### config.mk
export PLATFORM = sky130hd
export DESIGN_NAME = dbs_splitter
export DESIGN_NICKNAME = d
export VERILOG_FILES = /design/src/rtl/dbs_pkg.sv /design/src/rtl/dbs_chunk_calc.sv /design/src/rtl/dbs_lane_steer.sv /design/src/rtl/dbs_splitter.sv
export SDC_FILE = /design/constraint.sdc
export NUM_CORES = 1
export LEC_CHECK = 0
export ABC_CLOCK_PERIOD_IN_PS = 6200
export BUFFER_PORTS_ARGS = -buffer_cell sky130_fd_sc_hd__buf_2
export CAP_MARGIN = 10
export CORE_MARGIN = 2
export CORE_UTILIZATION = 42
export CTS_CLUSTER_SIZE = 16
export DETAILED_ROUTE_END_ITERATION = 6
export GPL_TIMING_DRIVEN = 0
export SLEW_MARGIN = 20
export SYNTH_ARGS = -nofsm -noshare
export SYNTH_HDL_FRONTEND = slang
export SYNTH_SLANG_ARGS = --single-unit
### constraint.sdc
create_clock -name clk -period 6.2 [get_ports clk]
set_input_delay 0.93 -clock clk [delete_from_list [all_inputs] [get_ports clk]]
set_output_delay 0.93 -clock clk [all_outputs]
set_load 0.02 [all_outputs]
### src/rtl/dbs_pkg.sv
package dbs_pkg;

  typedef enum logic [1:0] {
    ST_IDLE   = 2'd0,
    ST_BUSY   = 2'd1,
    ST_FINISH = 2'd2
  } dbs_state_t;

  // bytes per access for a size code: 1 << code
  function automatic logic [3:0] code_to_bytes(input logic [1:0] code);
    return 4'd1 << code;
  endfunction

endpackage

### src/rtl/dbs_chunk_calc.sv
module dbs_chunk_calc #(
  parameter int LANES = 8,
  localparam int OFF_W = $clog2(LANES),
  localparam int CNT_W = OFF_W + 1,
  localparam int CODE_W = $clog2(CNT_W)
) (
  input  logic [CODE_W-1:0] size_code,
  input  logic [OFF_W-1:0]  addr_lo,
  input  logic [CNT_W-1:0]  remain,
  output logic [OFF_W-1:0]  offset,
  output logic [CNT_W-1:0]  take,
  output logic              last
);
  logic [CNT_W-1:0] width;
  logic [CNT_W-1:0] room;
  logic [OFF_W-1:0] mask;

  always_comb begin
    width  = CNT_W'(1) << size_code;
    mask   = OFF_W'(width - CNT_W'(1));
    offset = addr_lo & mask;
    room   = width - {1'b0, offset};
    if (remain <= room) begin
      take = remain;
      last = 1'b1;
    end else begin
      take = room;
      last = 1'b0;
    end
  end
endmodule

### src/rtl/dbs_lane_steer.sv
module dbs_lane_steer #(
  parameter int LANES = 8,
  localparam int OFF_W = $clog2(LANES),
  localparam int CNT_W = OFF_W + 1,
  localparam int CODE_W = $clog2(CNT_W),
  localparam int DATA_W = 8 * LANES
) (
  input  logic [CODE_W-1:0] size_code,
  input  logic              big_end,
  input  logic [OFF_W-1:0]  offset,
  input  logic [CNT_W-1:0]  take,
  input  logic [CNT_W-1:0]  sent,
  input  logic [DATA_W-1:0] wdata,
  output logic [DATA_W-1:0] data,
  output logic [LANES-1:0]  strb
);
  logic [CNT_W-1:0] width;
  logic [CNT_W-1:0] win_lo;
  logic [CNT_W-1:0] win_hi;

  always_comb begin
    width  = CNT_W'(1) << size_code;
    win_lo = {1'b0, offset};
    win_hi = win_lo + take;
  end

  for (genvar L = 0; L < LANES; L++) begin : g_lane
    localparam logic [CNT_W-1:0] POS_LE = CNT_W'(L);
    localparam logic [CNT_W-1:0] POS_BE = CNT_W'(LANES - 1 - L);
    logic [CNT_W-1:0] pos;
    logic [CNT_W-1:0] idx;
    logic             sel;

    always_comb begin
      pos = big_end ? POS_BE : POS_LE;
      sel = (pos < width) && (pos >= win_lo) && (pos < win_hi);
      idx = sent + (pos - win_lo);
      strb[L] = sel;
      data[8*L +: 8] = sel ? wdata[8*idx[OFF_W-1:0] +: 8] : 8'h00;
    end
  end
endmodule

### src/rtl/dbs_splitter.sv
module dbs_splitter #(
  parameter int ADDR_W = 32,
  parameter int LANES = 8,
  localparam int OFF_W = $clog2(LANES),
  localparam int CNT_W = OFF_W + 1,
  localparam int CODE_W = $clog2(CNT_W),
  localparam int DATA_W = 8 * LANES
) (
  input  logic              clk,
  input  logic              rst,
  input  logic              req_valid,
  output logic              req_ready,
  input  logic [ADDR_W-1:0] req_addr,
  input  logic [CNT_W-1:0]  req_len,
  input  logic [DATA_W-1:0] req_wdata,
  input  logic              req_big_endian,
  input  logic [CODE_W-1:0] bus_size_code,
  input  logic              col_enable,
  output logic              col_valid,
  output logic [ADDR_W-1:0] col_addr,
  output logic [DATA_W-1:0] col_data,
  output logic [LANES-1:0]  col_strb,
  output logic              done
);
  import dbs_pkg::*;

  dbs_state_t        state_q;
  logic [ADDR_W-1:0] addr_q;
  logic [CNT_W-1:0]  remain_q;
  logic [CNT_W-1:0]  sent_q;
  logic [CODE_W-1:0] size_q;
  logic              endian_q;
  logic [DATA_W-1:0] wdata_q;
  logic              busy;

  logic [OFF_W-1:0]  cur_off;
  logic [CNT_W-1:0]  cur_take;
  logic              cur_last;
  logic [DATA_W-1:0] lane_data;
  logic [LANES-1:0]  lane_strb;

  assign busy      = (state_q == ST_BUSY);
  assign req_ready = (state_q == ST_IDLE);

  dbs_chunk_calc #(.LANES(LANES)) u_calc (
    .size_code (size_q),
    .addr_lo   (addr_q[OFF_W-1:0]),
    .remain    (remain_q),
    .offset    (cur_off),
    .take      (cur_take),
    .last      (cur_last)
  );

  dbs_lane_steer #(.LANES(LANES)) u_steer (
    .size_code (size_q),
    .big_end   (endian_q),
    .offset    (cur_off),
    .take      (cur_take),
    .sent      (sent_q),
    .wdata     (wdata_q),
    .data      (lane_data),
    .strb      (lane_strb)
  );

  always_ff @(posedge clk) begin
    if (rst) begin
      state_q   <= ST_IDLE;
      addr_q    <= '0;
      remain_q  <= '0;
      sent_q    <= '0;
      size_q    <= '0;
      endian_q  <= 1'b0;
      wdata_q   <= '0;
      col_valid <= 1'b0;
      col_addr  <= '0;
      col_data  <= '0;
      col_strb  <= '0;
      done      <= 1'b0;
    end else begin
      col_valid <= 1'b0;
      col_data  <= '0;
      col_strb  <= '0;
      done      <= 1'b0;
      unique case (state_q)
        ST_IDLE: begin
          if (req_valid) begin
            addr_q   <= req_addr;
            remain_q <= req_len;
            sent_q   <= '0;
            size_q   <= bus_size_code;
            endian_q <= req_big_endian;
            wdata_q  <= req_wdata;
            state_q  <= ST_BUSY;
          end
        end
        ST_BUSY: begin
          if (col_enable) begin
            col_valid <= 1'b1;
            col_addr  <= addr_q;
            col_data  <= lane_data;
            col_strb  <= lane_strb;
            addr_q    <= addr_q + ADDR_W'(cur_take);
            remain_q  <= remain_q - cur_take;
            sent_q    <= sent_q + cur_take;
            if (cur_last) state_q <= ST_FINISH;
          end
        end
        ST_FINISH: begin
          done    <= 1'b1;
          state_q <= ST_IDLE;
        end
        default: state_q <= ST_IDLE;
      endcase
    end
  end
endmodule

### Word-level counts from Yosys, hierarchy flattened

Cells that the tools add are included.

| word-level totals | value |
|---|---|
| bits in registers | 215 |
| bits of input ports | 107 |
| output and inout bits | 107 |
| logic and storage cells | 148 |

| cells by class | value |
|---|---|
| $add $sub $neg | 22 |
| order comparisons | 25 |
| equal/unequal tests | 5 |
| shift-type cells | 9 |
| muxes and demuxes | 25 |
| bitwise gates (word level) | 11 |
| reductions and logical operators | 32 |

Operators with widths:

| operator | count |
|---|---|
| variable part select 64 x 7 -> 8 bit | 8 |
| 2-to-1 mux 32 bit | 2 |
| one-hot mux 32 bit (2 select lines) | 1 |
| adder 32 x 4 -> 32 bit | 1 |
| >= comparator 4 x 3 -> 1 bit | 8 |
| less-than comparator 3 x 4 -> 1 bit | 8 |
| less-than comparator 4 bit | 8 |
| OR reduction 4 bit | 8 |
| adder 3 bit | 8 |
| 2-to-1 mux 3 bit | 8 |
| subtractor 3 bit | 8 |
| 2-to-1 mux 4 bit | 5 |
| logical AND 1 bit | 16 |
| one-hot mux 4 bit (2 select lines) | 2 |
| inverter 1 bit | 10 |
| 2-to-1 mux 2 bit | 3 |
| AND reduction 3 bit | 2 |
| adder 3 x 4 -> 4 bit | 1 |
| adder 4 bit | 1 |
| <= comparator 4 bit | 1 |
| inequality test 2 bit, second input constant | 2 |
| one-hot mux 2 bit (2 select lines) | 1 |
| AND reduction 2 bit | 2 |
| left shift 1 x 2 -> 4 bit, first input constant | 1 |
| 12 further kinds | 14 |

### Logic depth before layout (Yosys ltp)

| logic depth | value |
|---|---|
| depth in word-level cells | 11 |
| depth in mapped cells | 23 |
| depth with buffers taken out | 22 |

### Hierarchy

A second synthesis with hierarchy kept.

| second synthesis, totals | value |
|---|---|
| cell total of the unflattened synthesis | 1380 |
| area, all modules | 12540.8 µm² |

By module, submodules not included:

| module | times used | cells an instance | area an instance (µm²) | seq. area each (µm²) |
|---|---|---|---|---|
| dbs_splitter | 1 | 971 | 8191.6 | 4304.1 |
| dbs_lane_steer | 1 | 377 | 4077.7 | 0.0 |
| dbs_chunk_calc | 1 | 32 | 271.5 | 0.0 |

### Worst setup path after synthesis

Ideal clock, no wire load.

| path | value |
|---|---|
| path kind | register -> register |
| from | register size_q[0] |
| to | register addr_q[26] |
| library setup time | 74 ps |
| data arrival time | 4860 ps |
| required time | 6126 ps |
| path slack | 1265 ps |
| cell stages (with the launch flop) | 20 |
| path buffers | 1 |
| period minus slack after synthesis | 4935 ps |
| cell sequence | dfxtp_1 -> nand3_2 -> ha_1 -> nor2_1 -> nor2_1 -> a211o_1 -> buf_6 -> ha_1 -> o21ai_0 -> nor2_4 -> o21ai_0 -> ha_1 -> fa_1 -> a21o_1 -> a21oi_1 -> or2_2 -> nor3_1 -> nand3_1 -> or4_1 -> a31oi_1 |

| between the ends | value |
|---|---|
| longest elaborated chain between the ends | 9 |

Ends and longest elaborated chain:

| what | line | RTL |
|---|---|---|
| start: declaration | dbs_splitter.sv:31 | `logic [CODE_W-1:0] size_q;` |
| start signal: assignment | dbs_splitter.sv:90 | `size_q <= bus_size_code;` |
| left shift 1 x 2 -> 4 bit * | dbs_chunk_calc.sv:19 | `width = CNT_W'(1) << size_code;` |
| subtractor 3 x 1 -> 3 bit | dbs_chunk_calc.sv:20 | `mask = OFF_W'(width - CNT_W'(1));` |
| bitwise AND 3 bit | dbs_chunk_calc.sv:21 | `offset = addr_lo & mask;` |
| subtractor 4 x 3 -> 4 bit * | dbs_chunk_calc.sv:22 | `room = width - {1'b0, offset};` |
| <= comparator 4 bit | dbs_chunk_calc.sv:23 | `if (remain <= room) begin` |
| 2-to-1 mux 4 bit * | dbs_chunk_calc.sv:23 |  |
| adder 32 x 4 -> 32 bit * | dbs_splitter.sv:102 | `addr_q <= addr_q + ADDR_W'(cur_take);` |
| 2-to-1 mux 32 bit * | dbs_splitter.sv:97 | `if (col_enable) begin` |
| one-hot mux 32 bit (2 select lines) * | dbs_splitter.sv:84 | `unique case (state_q)` |
| end signal: assignment | dbs_splitter.sv:87 | `addr_q <= req_addr;` |
| end signal: assignment | dbs_splitter.sv:102 |  |
| end: declaration | dbs_splitter.sv:28 | `logic [ADDR_W-1:0] addr_q;` |

Every way passes the cells marked *; elsewhere a longest branch is shown, timed or not. The select of a mux whose other input is x is not followed.
A chain may end at the register's enable or synchronous reset.

### Final worst setup path

| path | value |
|---|---|
| from | register size_q[0] |
| to | register col_data[18] |

| between the ends | value |
|---|---|
| longest elaborated chain between the ends | 11 |
| elaborated cells between the ends (all ways) | 17 |
| those cells by class | 5 x add/sub; 4 x order compare; 2 x shift; 1 x mux; 2 x bitwise; 3 x reduce/logical |

Ends and longest elaborated chain:

| what | line | RTL |
|---|---|---|
| left shift 1 x 2 -> 4 bit * | dbs_chunk_calc.sv:19, dbs_lane_steer.sv:22 |  |
| subtractor 3 x 1 -> 3 bit | dbs_chunk_calc.sv:20 |  |
| bitwise AND 3 bit | dbs_chunk_calc.sv:21 |  |
| subtractor 4 x 3 -> 4 bit | dbs_chunk_calc.sv:22 |  |
| <= comparator 4 bit | dbs_chunk_calc.sv:23 |  |
| 2-to-1 mux 4 bit | dbs_chunk_calc.sv:23 |  |
| adder 3 x 4 -> 4 bit | dbs_lane_steer.sv:24 | `win_hi = win_lo + take;` |
| less-than comparator 4 bit | dbs_lane_steer.sv:36 | `sel = (pos < width) && (pos >= win_lo) && (pos < win_hi);` |
| logical AND 1 bit | dbs_lane_steer.sv:36 |  |
| inverter 1 bit (no line) | - |  |
| OR reduction 4 bit (no line) | - |  |
| end signal: assignment | dbs_splitter.sv:100 | `col_data <= lane_data;` |
| end: declaration | dbs_splitter.sv:21 | `output logic [DATA_W-1:0] col_data,` |

Every way passes the cells marked *; elsewhere a longest branch is shown, timed or not.

==> results.txt <==
largest net degree at the start of global routing: 15
DP HPWL: 28.7 mm
area delta synth->final: 20.2%
Die Ht: 170 um
fin area: 14,000 um2
Post-DRT Antenna Nets: 0
Hold Path Class: flip-flop to flip-flop
share of cells above drive strength 1: 23.8%
first-pass GRT wire length: 56.5 mm
worst slew pin tran: 928 ps
total gr overflow: 0
sequential share of the synthesized area: 36.9%
Chip Width: 170 um
clock root buffer: clkbuf_16
Period Utilization, post-route: 92.8%
port bufs: 213
Post-CTS Setup Bufs: 0
Clock Latency Late Sink: 510 ps
Syn Nets: 1,400
commonest non-fill, non-tap cell in the layout: nand2_1
initial antenna violation count: 0
peak supply drop: 182 uV
setup TNS: 0 ps
worst hold slack: 458 ps
syn_area_per_cell: 9.30 um2
worst clock skew: 12.9 ps
CTS Buf Count: 24
Die Area: 29,000 um2
RSZ-0062 raised after global routing: true
TritonCTS clock tree: built
DRC: 0
Fin. Hold Viols: 0
vias in the first global route: 9,921
Worst Path Arrival: 6200 ps
Gates resized, CTS repair: 0
total design power: 4.82 mW
initial core utilization: 43.0%
fmax: 174 MHz
fill count: 2,596
CTS Sinks: 214
Leakage: 5.63 nW
area of placed instances: 13,100 um2
initial DRC count: 1,019
most frequent cells in the layout: 257 x nand2_1, 216 x buf_2, 214 x dfxtp_1
1st-pass router iterations: 5
via count: 10,434
Via density: 5.65
run status: finished clean
register bit total from synthesis: 214
critical path type: flip-flop to flip-flop
I/O pin count: 214
routed wire length: 37.1 mm
Pwr Density: 345 nW/um2
final setup fails: 0
Req. time, crit path: 6650 ps
Syn Inst Count: 1,250
slew margin rel.: 38.1%
warnings from Yosys: 0
Distinct cells, synth: 73
CTS clk-pin slew, worst paths: 60 ps
Synth async-reset ratio: 0%
fin. max-slew vios: 0
CORE AREA: 27,000 um2
Clock H-tree levels: 1
ys flop type: dfxtp_1
Min Clock Period, post-route: 5750 ps
layout net count: 1,639
number of synthesized flops with an enable pin: 0
Global Route Usage Sum: 25.3%
standard-cell rows: 60
Clock Tree Buf Depth: 3
CP Launch Type: flip-flop
Max Cap Violations: 0
ant diodes: 0
endpoint type of the worst setup path: flip-flop
Cell Area, Synth: 11,600 um2
CTS hold repair buffers: 0
CP max FO: 10
gpl congestion: 0.940
WL/cell: 20.1 um
[logic make-up after synthesis]
group           count (synthesis)  synth area share (%)
compound gates                265                  13.9
xor+xnor                       17                  2.48
fa+ha+maj                      43                  5.21
buf+inv                       113                  4.28
flops                         214                  36.9
mux                           132                  18.8
simple gates                  466                  18.5
[registers in the layout, indices dropped and copies added (netlist names)]
register   count
col_data      64
wdata_q       64
addr_q        32
col_addr      32
col_strb       8
remain_q       4
sent_q         3
size_q         2
state_q        2
col_valid      1
done           1
endian_q       1
[stage by stage]
stage	worst slack [ps]	utilization [%]	std cells
after floorplan	1270	-	1250
after global placement	379	48.5	1804
after detailed placement	290	48.5	1804
after CTS	262	51.7	1848
after global routing	-7.51	51.7	1848
final	448	51.7	1848
[worst paths after layout]
kind / start / endpoint / slack, ps / cells past startpoint
setup / recovery: size_q[0]$_SDFFE_PP0P_ / col_data[18]$_SDFF_PP0_ / 450 / 20
hold / removal: col_addr[11]$_SDFFE_PP0P_ / col_addr[11]$_SDFFE_PP0P_ / 460 / 2
hold reg to reg: col_addr[11]$_SDFFE_PP0P_ / col_addr[11]$_SDFFE_PP0P_ / 460 / 2
setup reg to reg: size_q[0]$_SDFFE_PP0P_ / col_data[18]$_SDFF_PP0_ / 450 / 20
[worst max-delay path, cell delays in order, from the launching register on]
cell	delay (ps)
dfxtp_1	490
nand3_2	310
ha_1	440
nor2_1	160
nor2_1	50
a211o_1	300
buf_6	150
ha_1	300
nand4_1	110
o21ai_0	220
nor2_4	370
mux2i_1	420
inv_1	170
ha_1	320
a211oi_1	480
nor2_1	80
nand2_1	90
a221oi_1	70
a21o_1	260
a211oi_2	660
nor2b_1	220
[report_power, final]
group          internal [mW]  switching [mW]
registers               1.46           0.116
clock network          0.916           0.606
logic                  0.690            1.02
total                   3.07            1.75
[Yosys cell counts, types with 13 or more instances]
cell      number  area, um2
nor4_1        26        163
mux4_1        16        420
mux4_2        48       1080
nor3_1        22        110
nor2_1        62        233
a21oi_1      149        746
a31oi_1       13       81.3
mux2i_1       67        671
dfxtp_1      214       4280
nor2b_1       31        194
a211oi_1      14        105
clkbuf_1      68        255
nand2_1      257        965
inv_1         30        113
o21ai_0       27        135
nand3_1       21        105
ha_1          34        425
[per-layer routing]
layer	track usage, %	vias up	routed length (um)
met4	7.43	0	992
met3	5.84	60	3590
met5	0	-	0
met2	38.3	482	15900
li1	-	4989	-
met1	36.0	4903	16600
[cell type report]
class                           instances  area [um2]  share of cell area [%]
Tap cell                              341         427                    3.05
Clock buffer                           32         692                    4.95
Clock inverter                         12         155                    1.11
Multi-Input combinational cell        923        6850                    49.0
Sequential cell                       214        4280                    30.7
Inverter                               30         113                   0.806
Buffer                                 83         385                    2.76
Timing Repair Buffer                  213        1070                    7.63
Note: power is estimated with default switching activity, not from simulation.
